## src/rtl/bstk_pkg.sv

```systemverilog
package bstk_pkg;

  typedef enum logic [2:0] {
    STK_NOP    = 3'd0,
    STK_PUSH_B = 3'd1,
    STK_PUSH_W = 3'd2,
    STK_PULL_B = 3'd3,
    STK_PULL_W = 3'd4,
    STK_CALL   = 3'd5,
    STK_RET    = 3'd6,
    STK_LOAD   = 3'd7
  } stk_op_e;

  function automatic logic op_pushes(stk_op_e op);
    return (op == STK_PUSH_B) || (op == STK_PUSH_W) || (op == STK_CALL);
  endfunction

  function automatic logic op_pulls(stk_op_e op);
    return (op == STK_PULL_B) || (op == STK_PULL_W) || (op == STK_RET);
  endfunction

  function automatic logic op_wide(stk_op_e op);
    return (op == STK_PUSH_W) || (op == STK_PULL_W) ||
           (op == STK_CALL)   || (op == STK_RET);
  endfunction

endpackage

```

## src/rtl/bstk_ptr.sv

```systemverilog
module bstk_ptr #(
  parameter int                ADDR_W   = 16,
  parameter logic [ADDR_W-1:0] RESET_SP = '0
) (
  input  logic              clk,
  input  logic              rst_n,
  input  logic              step_dn,
  input  logic              step_up,
  input  logic              load_en,
  input  logic [ADDR_W-1:0] load_val,
  output logic [ADDR_W-1:0] sp,
  output logic [ADDR_W-1:0] sp_below
);

  logic [ADDR_W-1:0] sp_q;
  logic [ADDR_W-1:0] sp_above;

  assign sp_below = sp_q - ADDR_W'(1);
  assign sp_above = sp_q + ADDR_W'(1);
  assign sp       = sp_q;

  always_ff @(posedge clk or negedge rst_n) begin
    if (!rst_n)       sp_q <= RESET_SP;
    else if (load_en) sp_q <= load_val;
    else if (step_dn) sp_q <= sp_below;
    else if (step_up) sp_q <= sp_above;
  end

endmodule

```

## src/rtl/bstk_seq.sv

```systemverilog
module bstk_seq
  import bstk_pkg::*;
#(
  parameter  int DATA_W = 8,
  localparam int WORD_W = 2 * DATA_W
) (
  input  logic              clk,
  input  logic              rst_n,
  input  logic              cmd_valid,
  input  stk_op_e           cmd_op,
  input  logic [WORD_W-1:0] cmd_data,
  input  logic [DATA_W-1:0] rd_byte,
  output logic              cmd_ready,
  output logic              busy,
  output logic              beat_wr,
  output logic              beat_rd,
  output logic [DATA_W-1:0] wr_byte,
  output logic              load_en,
  output logic              done,
  output logic [WORD_W-1:0] pull_data
);

  logic              second_q;
  stk_op_e           op_q;
  logic [DATA_W-1:0] hold_q;
  logic              done_q;
  logic [WORD_W-1:0] pull_q;
  logic              accept;
  stk_op_e           beat_op;
  logic              last_rd;

  assign accept = cmd_valid && !second_q;

  always_comb begin
    if (second_q)    beat_op = op_q;
    else if (accept) beat_op = cmd_op;
    else             beat_op = STK_NOP;
  end

  assign beat_wr   = op_pushes(beat_op);
  assign beat_rd   = op_pulls(beat_op);
  assign wr_byte   = second_q ? hold_q : cmd_data[DATA_W-1:0];
  assign load_en   = accept && (cmd_op == STK_LOAD);
  assign last_rd   = beat_rd && (second_q || !op_wide(beat_op));
  assign cmd_ready = !second_q;
  assign busy      = second_q;
  assign done      = done_q;
  assign pull_data = pull_q;

  always_ff @(posedge clk or negedge rst_n) begin
    if (!rst_n) begin
      second_q <= 1'b0;
      op_q     <= STK_NOP;
      hold_q   <= '0;
      done_q   <= 1'b0;
      pull_q   <= '0;
    end else begin
      done_q   <= second_q || (accept && (cmd_op != STK_NOP) && !op_wide(cmd_op));
      second_q <= accept && op_wide(cmd_op);
      if (accept) begin
        op_q   <= cmd_op;
        hold_q <= op_pulls(cmd_op) ? rd_byte : cmd_data[WORD_W-1:DATA_W];
      end
      if (last_rd) begin
        pull_q <= second_q ? {hold_q, rd_byte} : {{DATA_W{1'b0}}, rd_byte};
      end
    end
  end

endmodule

```

## src/rtl/bstk_port.sv

```systemverilog
module bstk_port #(
  parameter int ADDR_W = 16,
  parameter int DATA_W = 8
) (
  input  logic [ADDR_W-1:0] sp,
  input  logic [ADDR_W-1:0] sp_below,
  input  logic              beat_wr,
  input  logic [DATA_W-1:0] wr_byte,
  output logic [ADDR_W-1:0] mem_addr,
  output logic              mem_we,
  output logic [DATA_W-1:0] mem_wdata
);

  assign mem_addr  = beat_wr ? sp_below : sp;
  assign mem_we    = beat_wr;
  assign mem_wdata = beat_wr ? wr_byte : '0;

endmodule

```

## src/rtl/byte_stack_ctrl.sv

```systemverilog
module byte_stack_ctrl
  import bstk_pkg::*;
#(
  parameter  int                ADDR_W   = 16,
  parameter  int                DATA_W   = 8,
  parameter  logic [ADDR_W-1:0] RESET_SP = 16'h1000,
  localparam int                WORD_W   = 2 * DATA_W
) (
  input  logic              clk,
  input  logic              rst_n,
  input  logic              cmd_valid,
  output logic              cmd_ready,
  input  logic [2:0]        cmd_op,
  input  logic [WORD_W-1:0] cmd_data,
  output logic              busy,
  output logic              done,
  output logic [WORD_W-1:0] pull_data,
  output logic [ADDR_W-1:0] stack_ptr,
  output logic [ADDR_W-1:0] mem_addr,
  output logic              mem_we,
  output logic [DATA_W-1:0] mem_wdata,
  input  logic [DATA_W-1:0] mem_rdata
);

  logic              beat_wr;
  logic              beat_rd;
  logic [DATA_W-1:0] wr_byte;
  logic              load_en;
  logic [ADDR_W-1:0] sp;
  logic [ADDR_W-1:0] sp_below;
  logic [ADDR_W-1:0] load_val;

  generate
    if (ADDR_W <= WORD_W) begin : g_load_slice
      assign load_val = cmd_data[ADDR_W-1:0];
    end else begin : g_load_ext
      assign load_val = {{(ADDR_W-WORD_W){1'b0}}, cmd_data};
    end
  endgenerate

  bstk_seq #(.DATA_W(DATA_W)) u_seq (
    .clk       (clk),
    .rst_n     (rst_n),
    .cmd_valid (cmd_valid),
    .cmd_op    (stk_op_e'(cmd_op)),
    .cmd_data  (cmd_data),
    .rd_byte   (mem_rdata),
    .cmd_ready (cmd_ready),
    .busy      (busy),
    .beat_wr   (beat_wr),
    .beat_rd   (beat_rd),
    .wr_byte   (wr_byte),
    .load_en   (load_en),
    .done      (done),
    .pull_data (pull_data)
  );

  bstk_ptr #(.ADDR_W(ADDR_W), .RESET_SP(RESET_SP)) u_ptr (
    .clk      (clk),
    .rst_n    (rst_n),
    .step_dn  (beat_wr),
    .step_up  (beat_rd),
    .load_en  (load_en),
    .load_val (load_val),
    .sp       (sp),
    .sp_below (sp_below)
  );

  bstk_port #(.ADDR_W(ADDR_W), .DATA_W(DATA_W)) u_port (
    .sp        (sp),
    .sp_below  (sp_below),
    .beat_wr   (beat_wr),
    .wr_byte   (wr_byte),
    .mem_addr  (mem_addr),
    .mem_we    (mem_we),
    .mem_wdata (mem_wdata)
  );

  assign stack_ptr = sp;

endmodule

```

## config.mk

```make
export PLATFORM = sky130hd
export DESIGN_NAME = byte_stack_ctrl
export DESIGN_NICKNAME = d
export VERILOG_FILES = /design/src/rtl/bstk_pkg.sv /design/src/rtl/bstk_ptr.sv /design/src/rtl/bstk_seq.sv /design/src/rtl/bstk_port.sv /design/src/rtl/byte_stack_ctrl.sv
export SDC_FILE = /design/constraint.sdc
export NUM_CORES = 1
export LEC_CHECK = 0
export BUFFER_PORTS_ARGS = -buffer_cell sky130_fd_sc_hd__clkbuf_2
export CELL_PAD_IN_SITES_DETAIL_PLACEMENT = 1
export CELL_PAD_IN_SITES_GLOBAL_PLACEMENT = 2
export CORE_ASPECT_RATIO = 2
export CORE_UTILIZATION = 27
export DETAILED_ROUTE_END_ITERATION = 10
export HOLD_SLACK_MARGIN = 0.08
export PLACE_DENSITY_LB_ADDON = 0.05
export SLEW_MARGIN = 20
export SYNTH_ARGS = -nofsm -noshare
export SYNTH_HDL_FRONTEND = slang
export SYNTH_SLANG_ARGS = --single-unit
```

## constraint.sdc

```tcl
create_clock -name clk -period 3.2 [get_ports clk]
set_input_delay 0.8 -clock clk [delete_from_list [all_inputs] [get_ports clk]]
set_output_delay 0.8 -clock clk [all_outputs]
set_load 0.005 [all_outputs]
```

======== After elaboration in Yosys (flattened, before gate mapping) ========
Index checks and enable logic that the tools add are counted.
operators by class
  $mul .................................... 0
  bitwise logic cells ..................... 0
  muxes and demuxes ....................... 10
  add/sub/neg operators ................... 2
  eq/ne operators ......................... 12
  order comparisons ....................... 0
  reductions and logical operators ........ 25
  shift operators ......................... 0
  divide/modulo/power cells ............... 0
operators with widths
  cell                                                                   count
  16-bit 2-to-1 mux                                                      5
  8-bit 2-to-1 mux                                                       3
  3-bit equality test, second input constant                             7
  16-bit by 1-bit adder with 16-bit output, second input constant        1
  16-bit by 1-bit subtractor with 16-bit output, second input constant   1
  1-bit logical OR                                                       14
  3-bit by 2-bit equality test with 1-bit output, second input constant  4
  1-bit logical AND                                                      6
  3-bit 2-to-1 mux                                                       2
  3-bit nonzero test                                                     2
  3-bit by 1-bit equality test with 1-bit output, second input constant  1
  1-bit logical NOT                                                      3
word-level totals
  memories kept ........................... 0
  output and inout bits ................... 60
  RAM bits ................................ 0
  bits in registers ....................... 45
  latch bits .............................. 0
  ROM bits ................................ 0

======== Logic depth before layout (Yosys ltp) ========
Gate-level depths: netlist of run 1.
  depth in word-level cells ............... 11
  mapped depth ............................ 9
  gate-level depth less buffers ........... 7

======== By module ========
Synthesis of run 1 repeated with hierarchy kept, for this count alone.
unflattened totals
  cells, all modules ...................... 397
  area total of the unflattened synthesis .. 3,514.6 um2
by module, submodules not included
  module     area each (um2)  cells an instance  times used
  bstk_seq   1,810.5          193                1
  bstk_ptr   1,378.8          176                1
  bstk_port  325.3            28                 1

======== Least setup slack after synthesis of run 1 ========
OpenSTA, ideal clock, no wires.
  kind .................................... input-to-output
  start ................................... input port cmd_op[0]
  end ..................................... output port mem_addr[8]
  arrival time ............................ 2.415 ns
  path buffers ............................ 1
  data required time ...................... 2.400 ns
  stages on the path ...................... 6
  setup slack ............................. -0.015 ns
  cells stage by stage .................... clkbuf_1 > nor3b_1 > o21ai_1 > a211o_1 > or4_1 > xnor2_1
on the way
  cells in the longest elaborated chain, start to end .. 6
  elaborated cells on any way between the ends .. 8
  those cells by class .................... eq/ne: 3; mux: 3; reduce/logical: 2
ends and longest elaborated chain
  element                                                                                                           line                   RTL
  start, declared                                                                                                   byte_stack_ctrl.sv:13  input logic [2:0] cmd_op,
  3-bit 2-to-1 mux *                                                                                                bstk_seq.sv:36         else if (accept) beat_op = cmd_op;
  3-bit 2-to-1 mux *                                                                                                bstk_seq.sv:35         if (second_q) beat_op = op_q;
  3-bit by 1-bit equality test with 1-bit output or 3-bit by 2-bit equality test with 1-bit output (tied branches)  bstk_pkg.sv:15         return (op == STK_PUSH_B) || (op == STK_PUSH_W) || (op == STK_CALL);
  1-bit logical OR                                                                                                  bstk_pkg.sv:15
  1-bit logical OR *                                                                                                bstk_pkg.sv:15
  16-bit 2-to-1 mux *                                                                                               bstk_port.sv:14        assign mem_addr = beat_wr ? sp_below : sp;
  end, declared                                                                                                     byte_stack_ctrl.sv:19  output logic [ADDR_W-1:0] mem_addr,
Mark *: on every way between the ends. The rest lies on a longest branch, timed or not.

======== Worst setup path in the final report of run 1 ========
  start ................................... register u_ptr.sp_q[7] (netlist: u_ptr.sp[7])
  end ..................................... output port mem_addr[15]
on the way
  cells in the longest elaborated chain, start to end .. 2
ends and longest elaborated chain
  element                                        line             RTL
  start, declared                                bstk_ptr.sv:15   logic [ADDR_W-1:0] sp_q;
  start signal, assigned                         bstk_ptr.sv:24   else if (load_en) sp_q <= load_val;
  start signal, assigned                         bstk_ptr.sv:25   else if (step_dn) sp_q <= sp_below;
  start signal, assigned                         bstk_ptr.sv:26   else if (step_up) sp_q <= sp_above;
  16-bit by 1-bit subtractor with 16-bit output  bstk_ptr.sv:18   assign sp_below = sp_q - ADDR_W'(1);
  16-bit 2-to-1 mux                              bstk_port.sv:14
No other way between the ends.

==> summary.md, run 1 <==
| Metric | Value |
|---|---|
| Outcome | `finished, final reports clean` |
| Crit-path cells | `or4_4 > or4_4 > a2111oi_4 > xor2_1 > buf_2` |
| Max FO, Critical Path | `5` |
| Synth top area cells | `dfrtp_1 39%, mux2i_1 7.0%, o21ai_0 4.2%` |
| Asr flop ratio synth | `100%` |
| Dominant synthesized flop cell | `dfrtp_1` |
| Sum of negative setup slack | `0 ns` |
| Core area | `0.0102 mm²` |
| Pre-antenna DRT Iters | `6` |
| Drt initial violations | `64` |
| Switching Fraction | `35.0%` |
| Clk_skew | `0.00403 ns` |
| Worst slew pin tran | `0.738 ns` |
| CP Data Required Time | `2.40 ns` |
| Hold slack | `0.507 ns` |
| Wirelength per Cell | `18.4 µm` |
| Proportion of layout cells with a drive suffix above 1 | `37.1%` |
| Clock sink total | `45` |
| Full die area | `0.0110 mm²` |
| Flop pwr share | `34.2%` |
| Internal Pwr Total | `1.53 mW` |
| Min Tclk post-route | `3.16 ns` |
| Chip width | `74.7 µm` |
| Initial antenna violation count | `0` |
| Die Ht | `147 µm` |
| Static Leak | `1.90 nW` |
| CTS tree | `yes` |
| Register area | `0.00113 mm²` |
| Final number of setup-violating endpoints | `0` |
| WL final | `10500 µm` |
| Ys Warns | `0` |
| H-Tree Depth | `2` |
| Post-Syn Instances | `327` |
| Filler cells | `1269` |
| Final-report hold violation count | `0` |
| I/O pin cnt | `90` |
| RSZ-0062 raised after global routing | `true` |
| Synth Net Count | `360` |
| PortBufs | `89` |
| Largest net degree at the start of global routing | `25` |
| Drt drc | `0` |
| Register area share after synthesis | `39.5%` |
| Final nets | `471` |
| Maximum vdd drop | `238 µV` |
| Rows | `52` |
| Worst-Skew Late Latency | `0.29 ns` |
| Area of the multi-input gates | `0.00163 mm²` |
| Area Overhead vs Synth | `36.2%` |
| Initial Utilization | `28.0%` |
| Number of synthesized flops with an enable pin | `0` |
| Via count | `2890` |
| Max-slew headroom | `50.8%` |
| Startpoint type of the worst setup path | `flop` |
| N_diodes | `0` |
| Routability cong. | `0.787` |
| CP Capture Type | `output port` |
| Type of the worst setup path | `reg -> out` |
| Vias per cell | `5.03` |
| Cell area after synthesis | `0.00286 mm²` |
| Clk buf depth | `2` |
| Post-DRT Antenna Nets | `0` |
| First-pass GRT wire length | `16600 µm` |
| CP max-delay cell | `or4_4` |
| Finished Cell Area | `0.00389 mm²` |
| Combinational Power Share | `39.3%` |
| Arrival time worst endpoint | `2.36 ns` |
| Slowest stage delay, CP | `0.58 ns` |
| Fmax achieved | `317 MHz` |
| Post-layout util | `38.1%` |
| DP Area | `0.00365 mm²` |
| CP dominant cell by count | `or4_4` |
| Path type of the worst min-delay path | `reg -> reg` |
| Leading area contributor after synthesis | `dfrtp_1` |
| Yosys cell types | `51` |
| Vias in the first global route | `2995` |
| P per Cell Area | `603 mW/mm²` |
| Number of max-cap violations | `0` |
| Clk network pwr share | `26.6%` |
| Yosys top cell area share | `38.5%` |
| Avg Inst Size Synth | `8.74 µm²` |
| #FFs+latches synth | `45` |
| Post-DP HPWL | `8320 µm` |
| Remaining global-route overflow | `0` |
| Total power draw | `2.35 mW` |
| Slew Limit Fails | `0` |
| Cts bufs inserted | `5` |
| Final clock period utilization by the worst path | `98.6%` |
| Clock-pin slew on the worst setup and hold paths | `0.06 ns` |
| Root Driver | `clkbuf_16` |
| Post-CTS Hold Fix Bufs | `0` |
| Psw | `822 µW` |
| Total GRT Usage | `20.3%` |
-- worst max-delay path, delay by kind of cell (launching register included) --
| kind | cells | cell delay (ns) |
|---|---|---|
| compound gates | 1 | 0.25 |
| simple gates | 2 | 1.06 |
| flops | 1 | 0.38 |
| xor+xnor | 1 | 0.23 |
| buf+inv | 1 | 0.15 |
-- layer usage --
layer  part of all wire [%]  global-route usage [%]  wire [µm]  vias up
li1                       -                       -          -     1390
met2                     56                    38.6       5920       58
met1                     40                    22.8       4180     1432
met5                      0                       0          0        -
met4                    1.8                    5.75        185        0
met3                    2.5                    1.77        260       10
-- power by group through the flow --
stage,registers [mW],logic [mW],clock network [mW]
6_report,0.803,0.921,0.623
5_1_grt,0.824,1.01,0.671
3_5_place_dp,0.811,0.885,0
3_3_place_gp,0.806,0.871,0
4_1_cts,0.801,0.902,0.646
2_1_floorplan,0.793,0.474,0
-- cells by family (layout without fill, tap and decap cells) --
kind of cell,count (synthesis),count (layout),synth area share (%)
AO/OA/AOI/OAI,71,71,16.6
XOR/XNOR,14,14,4.29
adder cells (fa/ha/maj),3,3,1.31
buffers and inverters,39,151,5.43
flip-flops,45,45,39.5
multiplexers,29,29,10.6
AND/OR/NAND/NOR,126,126,22.3
-- final timing paths --
path | from | cells past startpoint | slack (ns) | end
min in group asynchronous | rst_n | 1 | 0.54 | u_ptr.sp[3]
worst min-delay path | u_seq.pull_data[4] | 1 | 0.51 | u_seq.pull_data[4]
max in group asynchronous | rst_n | 2 | 1.99 | u_ptr.sp[13]
worst max-delay path | u_ptr.sp[7] | 5 | 0.04 | mem_addr[15]
worst min register to register | u_seq.pull_data[4] | 1 | 0.51 | u_seq.pull_data[4]
worst max register to register | u_ptr.sp[7] | 6 | 0.88 | u_ptr.sp[13]
-- stage by stage --
stage	instances	setup WS, ns
after floorplan	327	0.0469
after global placement	564	0.00690
after detailed placement	564	-0.00241
after CTS	572	0.00668
after global routing	574	-0.0310
final	574	0.0438
-- cells in the mapped netlist, types with 2 or more instances --
cell type  count
dfrtp_1       44
or4_1          2
or3_1          5
a21oi_1        6
nand2_1       30
nor3b_1        5
nor2_1        26
o221a_2        2
mux2i_1       20
clkbuf_1      18
and3_1         5
a211oi_1       2
nand4_1        3
xor2_1         7
nor3_1        14
ha_1           3
xnor2_1        7
nand3_1       15
o32ai_1        2
o21a_1         3
or4_4          2
o22ai_1       11
nor4_1         3
and2_1         2
o31ai_1        2
a21boi_0       3
nand2b_1       5
o21ai_0       24
o21ai_1        2
inv_1         17
a31oi_1        5
nor2b_1        5
mux2_2         9
-- sequential cells by signal, indices dropped and copies added, names as in the netlist --
name and count:
u_seq.op_q 3, u_seq.pull_data 16, u_seq.done 1, u_seq.busy 1, u_ptr.sp 16, u_seq.hold_q 8
-- cell type report --
type	instances	share of cell area, %
Multi-Input combinational cell	243	42.0
Timing Repair Buffer	125	18.4
Clock inverter	2	0.965
Inverter	18	1.74
Sequential cell	45	29.0
Clock buffer	6	3.57
Tap cell	135	4.34
-- cells in the final DEF (no fill, tap or decap), types with 4 or more instances in the layout --
| cell type | instances |
|---|---|
| nand2_1 | 30 |
| mux2i_1 | 20 |
| clkbuf_16 | 5 |
| nand3_1 | 15 |
| o22ai_1 | 11 |
| and3_1 | 5 |
| mux2_2 | 9 |
| nor2_1 | 25 |
| nor2b_1 | 5 |
| a31oi_1 | 5 |
| nand2b_1 | 5 |
| o21ai_0 | 24 |
| xor2_1 | 7 |
| nor3b_1 | 4 |
| inv_1 | 16 |
| nor3_1 | 12 |
| xnor2_1 | 7 |
| buf_4 | 36 |
| dfrtp_1 | 43 |
| a21oi_1 | 6 |
| clkbuf_2 | 87 |
-- repair_timing --
action / in CTS / in global routing
endpoints found under the setup margin: 4 / 7
pin swaps: 3 / 6
buffers inserted: 0 / 2
cloned: 0 / 0
resized for setup: 5 / 10
No activity file was read; power rests on OpenSTA's default activity.
==> run 2: changes to the inputs <==
--- a/config.mk
+++ b/config.mk
@@ -9,11 +9,12 @@
 export CELL_PAD_IN_SITES_DETAIL_PLACEMENT = 1
 export CELL_PAD_IN_SITES_GLOBAL_PLACEMENT = 2
 export CORE_ASPECT_RATIO = 2
-export CORE_UTILIZATION = 27
+export CORE_UTILIZATION = 29
 export DETAILED_ROUTE_END_ITERATION = 10
 export HOLD_SLACK_MARGIN = 0.08
 export PLACE_DENSITY_LB_ADDON = 0.05
 export SLEW_MARGIN = 20
 export SYNTH_ARGS = -nofsm -noshare
 export SYNTH_HDL_FRONTEND = slang
+export SYNTH_HIERARCHICAL = 1
 export SYNTH_SLANG_ARGS = --single-unit
==> summary.md, run 2 <==
| Metric | Value |
|---|---|
| Clock sink total | `45 (unchanged)` |
| Most numerous cell in the Yosys netlist | `dfrtp_1 (unchanged)` |
| Via count | `3346 (was 2890)` |
| Placed cells | `620 (was 564)` |
| Register area share after synthesis | `32.1% (was 39.5%)` |
| DP Area | `0.00414 mm² (was 0.00365 mm²)` |
| R2R Path Start | `u_seq/busy (was u_ptr.sp[7])` |
| Wirelength per Cell | `19.9 µm (was 18.4 µm)` |
| Vias per cell | `5.33 (was 5.03)` |
| Hold slack | `0.539 ns (was 0.507 ns)` |
| Drt drc | `0 (unchanged)` |
| Area Overhead vs Synth | `22.1% (was 36.2%)` |
| Full die area | `0.0126 mm² (was 0.0110 mm²)` |
| Synth top area cells | `dfrtp_1 31%, mux2_4 5.1%, o211ai_1 5.1% (was dfrtp_1 39%, mux2i_1 7.0%, o21ai_0 4.2%)` |
| Final clock period utilization by the worst path | `95.1% (was 98.6%)` |
| Dominant synthesized flop cell | `dfrtp_1 (unchanged)` |
| XOR/XNOR Fraction of Synth Area | `5.98% (was 4.29%)` |
| Min Tclk post-route | `3.04 ns (was 3.16 ns)` |
| Total GRT Usage | `21.2% (was 20.3%)` |
| Area of the multi-input gates | `0.00210 mm² (was 0.00163 mm²)` |
| Cell area after synthesis | `0.00351 mm² (was 0.00286 mm²)` |
| First-pass GRT wire length | `20100 µm (was 16600 µm)` |
| Sum of negative setup slack | `0 ns (unchanged)` |
| Combinational Power Share | `48.5% (was 39.3%)` |
| Post-DP HPWL | `9890 µm (was 8320 µm)` |
| Final WS setup | `0.156 ns (was 0.0438 ns)` |
| Post-DRT Antenna Nets | `0 (unchanged)` |
| Clk network pwr share | `18.8% (was 26.6%)` |
| Proportion of layout cells with a drive suffix above 1 | `35.6% (was 37.1%)` |
| Worst-Skew Late Latency | `0.29 ns (about the same)` |
| Final non-filler cell total | `628 (was 574)` |
| CTS tree | `yes (unchanged)` |
| Flop pwr share | `32.6% (was 34.2%)` |
| Total power draw | `2.85 mW (was 2.35 mW)` |
| N_diodes | `0 (unchanged)` |
| Arrival time worst endpoint | `2.24 ns (was 2.36 ns)` |
| Number of max-cap violations | `0 (unchanged)` |
| Routability cong. | `0.793 (was 0.787)` |
| Remaining global-route overflow | `0 (unchanged)` |
| Synth Net Count | `429 (was 360)` |
| Core area | `0.0118 mm² (was 0.0102 mm²)` |
| Pre-antenna DRT Iters | `4 (was 6)` |
| Filler cells | `1449 (was 1269)` |
| Post-synthesis mux area share | `10.2% (was 10.6%)` |
| Leading area contributor after synthesis | `dfrtp_1 (unchanged)` |
| Final nets | `514 (was 471)` |
| Main combinational cell family by area after synthesis | `simple AND/OR/NAND/NOR gates (unchanged)` |
| Path type of the worst min-delay path | `in -> async (was reg -> reg)` |
| Die Ht | `158 µm (was 147 µm)` |
| Cts bufs inserted | `5 (unchanged)` |
| WL final | `12500 µm (was 10500 µm)` |
| Initial antenna violation count | `0 (unchanged)` |
| Synth Area in Adders | `0.712% (was 1.31%)` |
| Fmax achieved | `329 MHz (was 317 MHz)` |
| Switching Fraction | `40.8% (was 35.0%)` |
| Post-layout util | `36.5% (was 38.1%)` |
| Startpoint type of the worst setup path | `input pin (was flop)` |
| Vias in the first global route | `3549 (was 2995)` |
| Post-synth top cells | `44 x dfrtp_1, 40 x nand2_1, 31 x o21ai_0, 24 x o211ai_1, 21 x nand4_1 (was 44 x dfrtp_1, 30 x nand2_1, 26 x nor2_1, 24 x o21ai_0, 20 x mux2i_1)` |
| Chip width | `79.8 µm (was 74.7 µm)` |
| Clk_skew | `0.0101 ns (was 0.00403 ns)` |
| Register area | `0.00113 mm² (unchanged)` |
| Final-report hold violation count | `0 (unchanged)` |
| CP Capture Type | `output port (unchanged)` |
| Drt initial violations | `108 (was 64)` |
| Largest net degree at the start of global routing | `37 (was 25)` |
| Complex-gate fraction of the synthesized area | `19.9% (was 16.6%)` |
| Root Driver | `clkbuf_16 (unchanged)` |
| Commonest non-fill, non-tap cell in the layout | `clkbuf_2 (unchanged)` |
| Post-Syn Instances | `397 (was 327)` |
| Max FO, Critical Path | `36 (was 5)` |
| RSZ-0062 raised after global routing | `false (was true)` |
| H-Tree Depth | `2 (unchanged)` |
| Maximum vdd drop | `285 µV (was 238 µV)` |
| Initial Utilization | `29.9% (was 28.0%)` |
| Ys Warns | `6 (was 0)` |
| Worst slew pin tran | `0.715 ns (was 0.738 ns)` |
| Max-slew headroom | `52.3% (was 50.8%)` |
| Dpl ws | `0.144 ns (was -0.00241 ns)` |
| Worst Setup SP | `cmd_valid (was u_ptr.sp[7])` |
| Finished Cell Area | `0.00429 mm² (was 0.00389 mm²)` |
| Asr flop ratio synth | `100% (unchanged)` |
| Commonest cells after routing, fill and taps aside | `89 x clkbuf_2, 43 x dfrtp_1, 40 x nand2_1 (was 87 x clkbuf_2, 43 x dfrtp_1, 36 x buf_4)` |
| Rows | `56 (was 52)` |
| Synth Area in Simple Gates | `23.0% (was 22.3%)` |
| PortBufs | `89 (unchanged)` |
| Type of the worst setup path | `in -> out (was reg -> out)` |
| Number of synthesized flops with an enable pin | `0 (unchanged)` |
| #FFs+latches synth | `45 (unchanged)` |
| Psw | `1.16 mW (was 822 µW)` |
| Outcome | `finished, final reports clean (unchanged)` |
| Yosys cell types | `63 (was 51)` |
| Slew Limit Fails | `0 (unchanged)` |
| P per Cell Area | `664 mW/mm² (was 603 mW/mm²)` |
| CP Data Required Time | `2.40 ns (about the same)` |
| Internal Pwr Total | `1.69 mW (was 1.53 mW)` |
| Final number of setup-violating endpoints | `0 (unchanged)` |
| I/O pin cnt | `90 (unchanged)` |
| Clk buf depth | `2 (unchanged)` |
| Yosys top cell area share | `31.3% (was 38.5%)` |
| Avg Inst Size Synth | `8.85 µm² (was 8.74 µm²)` |
| Clock-pin slew on the worst setup and hold paths | `0.07 ns (was 0.06 ns)` |
| Static Leak | `1.95 nW (was 1.90 nW)` |
run 2: final timing paths:
path	to	slack, ns	cells after the start
worst max-delay path	mem_addr[3]	0.16	7
min in group clk	u_seq/pull_data[1]	0.58	2
worst min-delay path	u_seq/pull_data[11]	0.54	1
worst min register to register	u_seq/pull_data[1]	0.58	2
max in group asynchronous	u_ptr/sp[12]	1.99	2
worst max register to register	u_ptr/sp[8]	0.50	10
run 2: cell families (layout without fill, tap and decap cells):
logic type / after synthesis / in the layout
compound gates: 101 / 101
simple gates: 143 / 143
mux: 28 / 28
flops: 45 / 45
buf+inv: 54 / 140
fa+ha+maj: 2 / 2
xor+xnor: 24 / 24
run 2: layout make-up:
type                    count  share of cell area [%]
clock buffers               5                    2.91
clock inverters             3                   0.525
inverters                  16                    1.40
multi-input cells         298                    49.0
flip-flops and latches     45                    26.3
well taps                 145                    4.23
repair buffers            116                    15.7
run 2: metal layers:
layer / track usage, % / routed length (µm) / vias up
li1: - / - / 1608
met1: 22.4 / 4560 / 1657
met2: 41.9 / 7280 / 64
met3: 1.50 / 254 / 17
met4: 8.59 / 397 / 0
met5: 0 / 0 / -
run 2: power by group through the flow:
stage / logic (mW) / clock network [mW] / registers (mW)
2_1_floorplan: 0.856 / 0 / 0.888
3_3_place_gp: 1.39 / 0 / 0.939
3_5_place_dp: 1.40 / 0 / 0.944
4_1_cts: 1.41 / 0.561 / 0.936
5_1_grt: 1.54 / 0.575 / 0.961
6_report: 1.38 / 0.537 / 0.931
run 2: what timing repair did:
item	CTS	global route
resized for setup	0	1
buffers inserted	0	0
setup endpoints to repair	0	3
hold endpoints to repair	0	0
hold buffers	0	0
run 2: critical path: stages:
cell and delay, ns:
clkbuf_2 0.13, nor2b_1 0.16, a22oi_2 0.13, mux2_2 0.39, buf_12 0.18, mux2_4 0.31
clkbuf_2 0.11
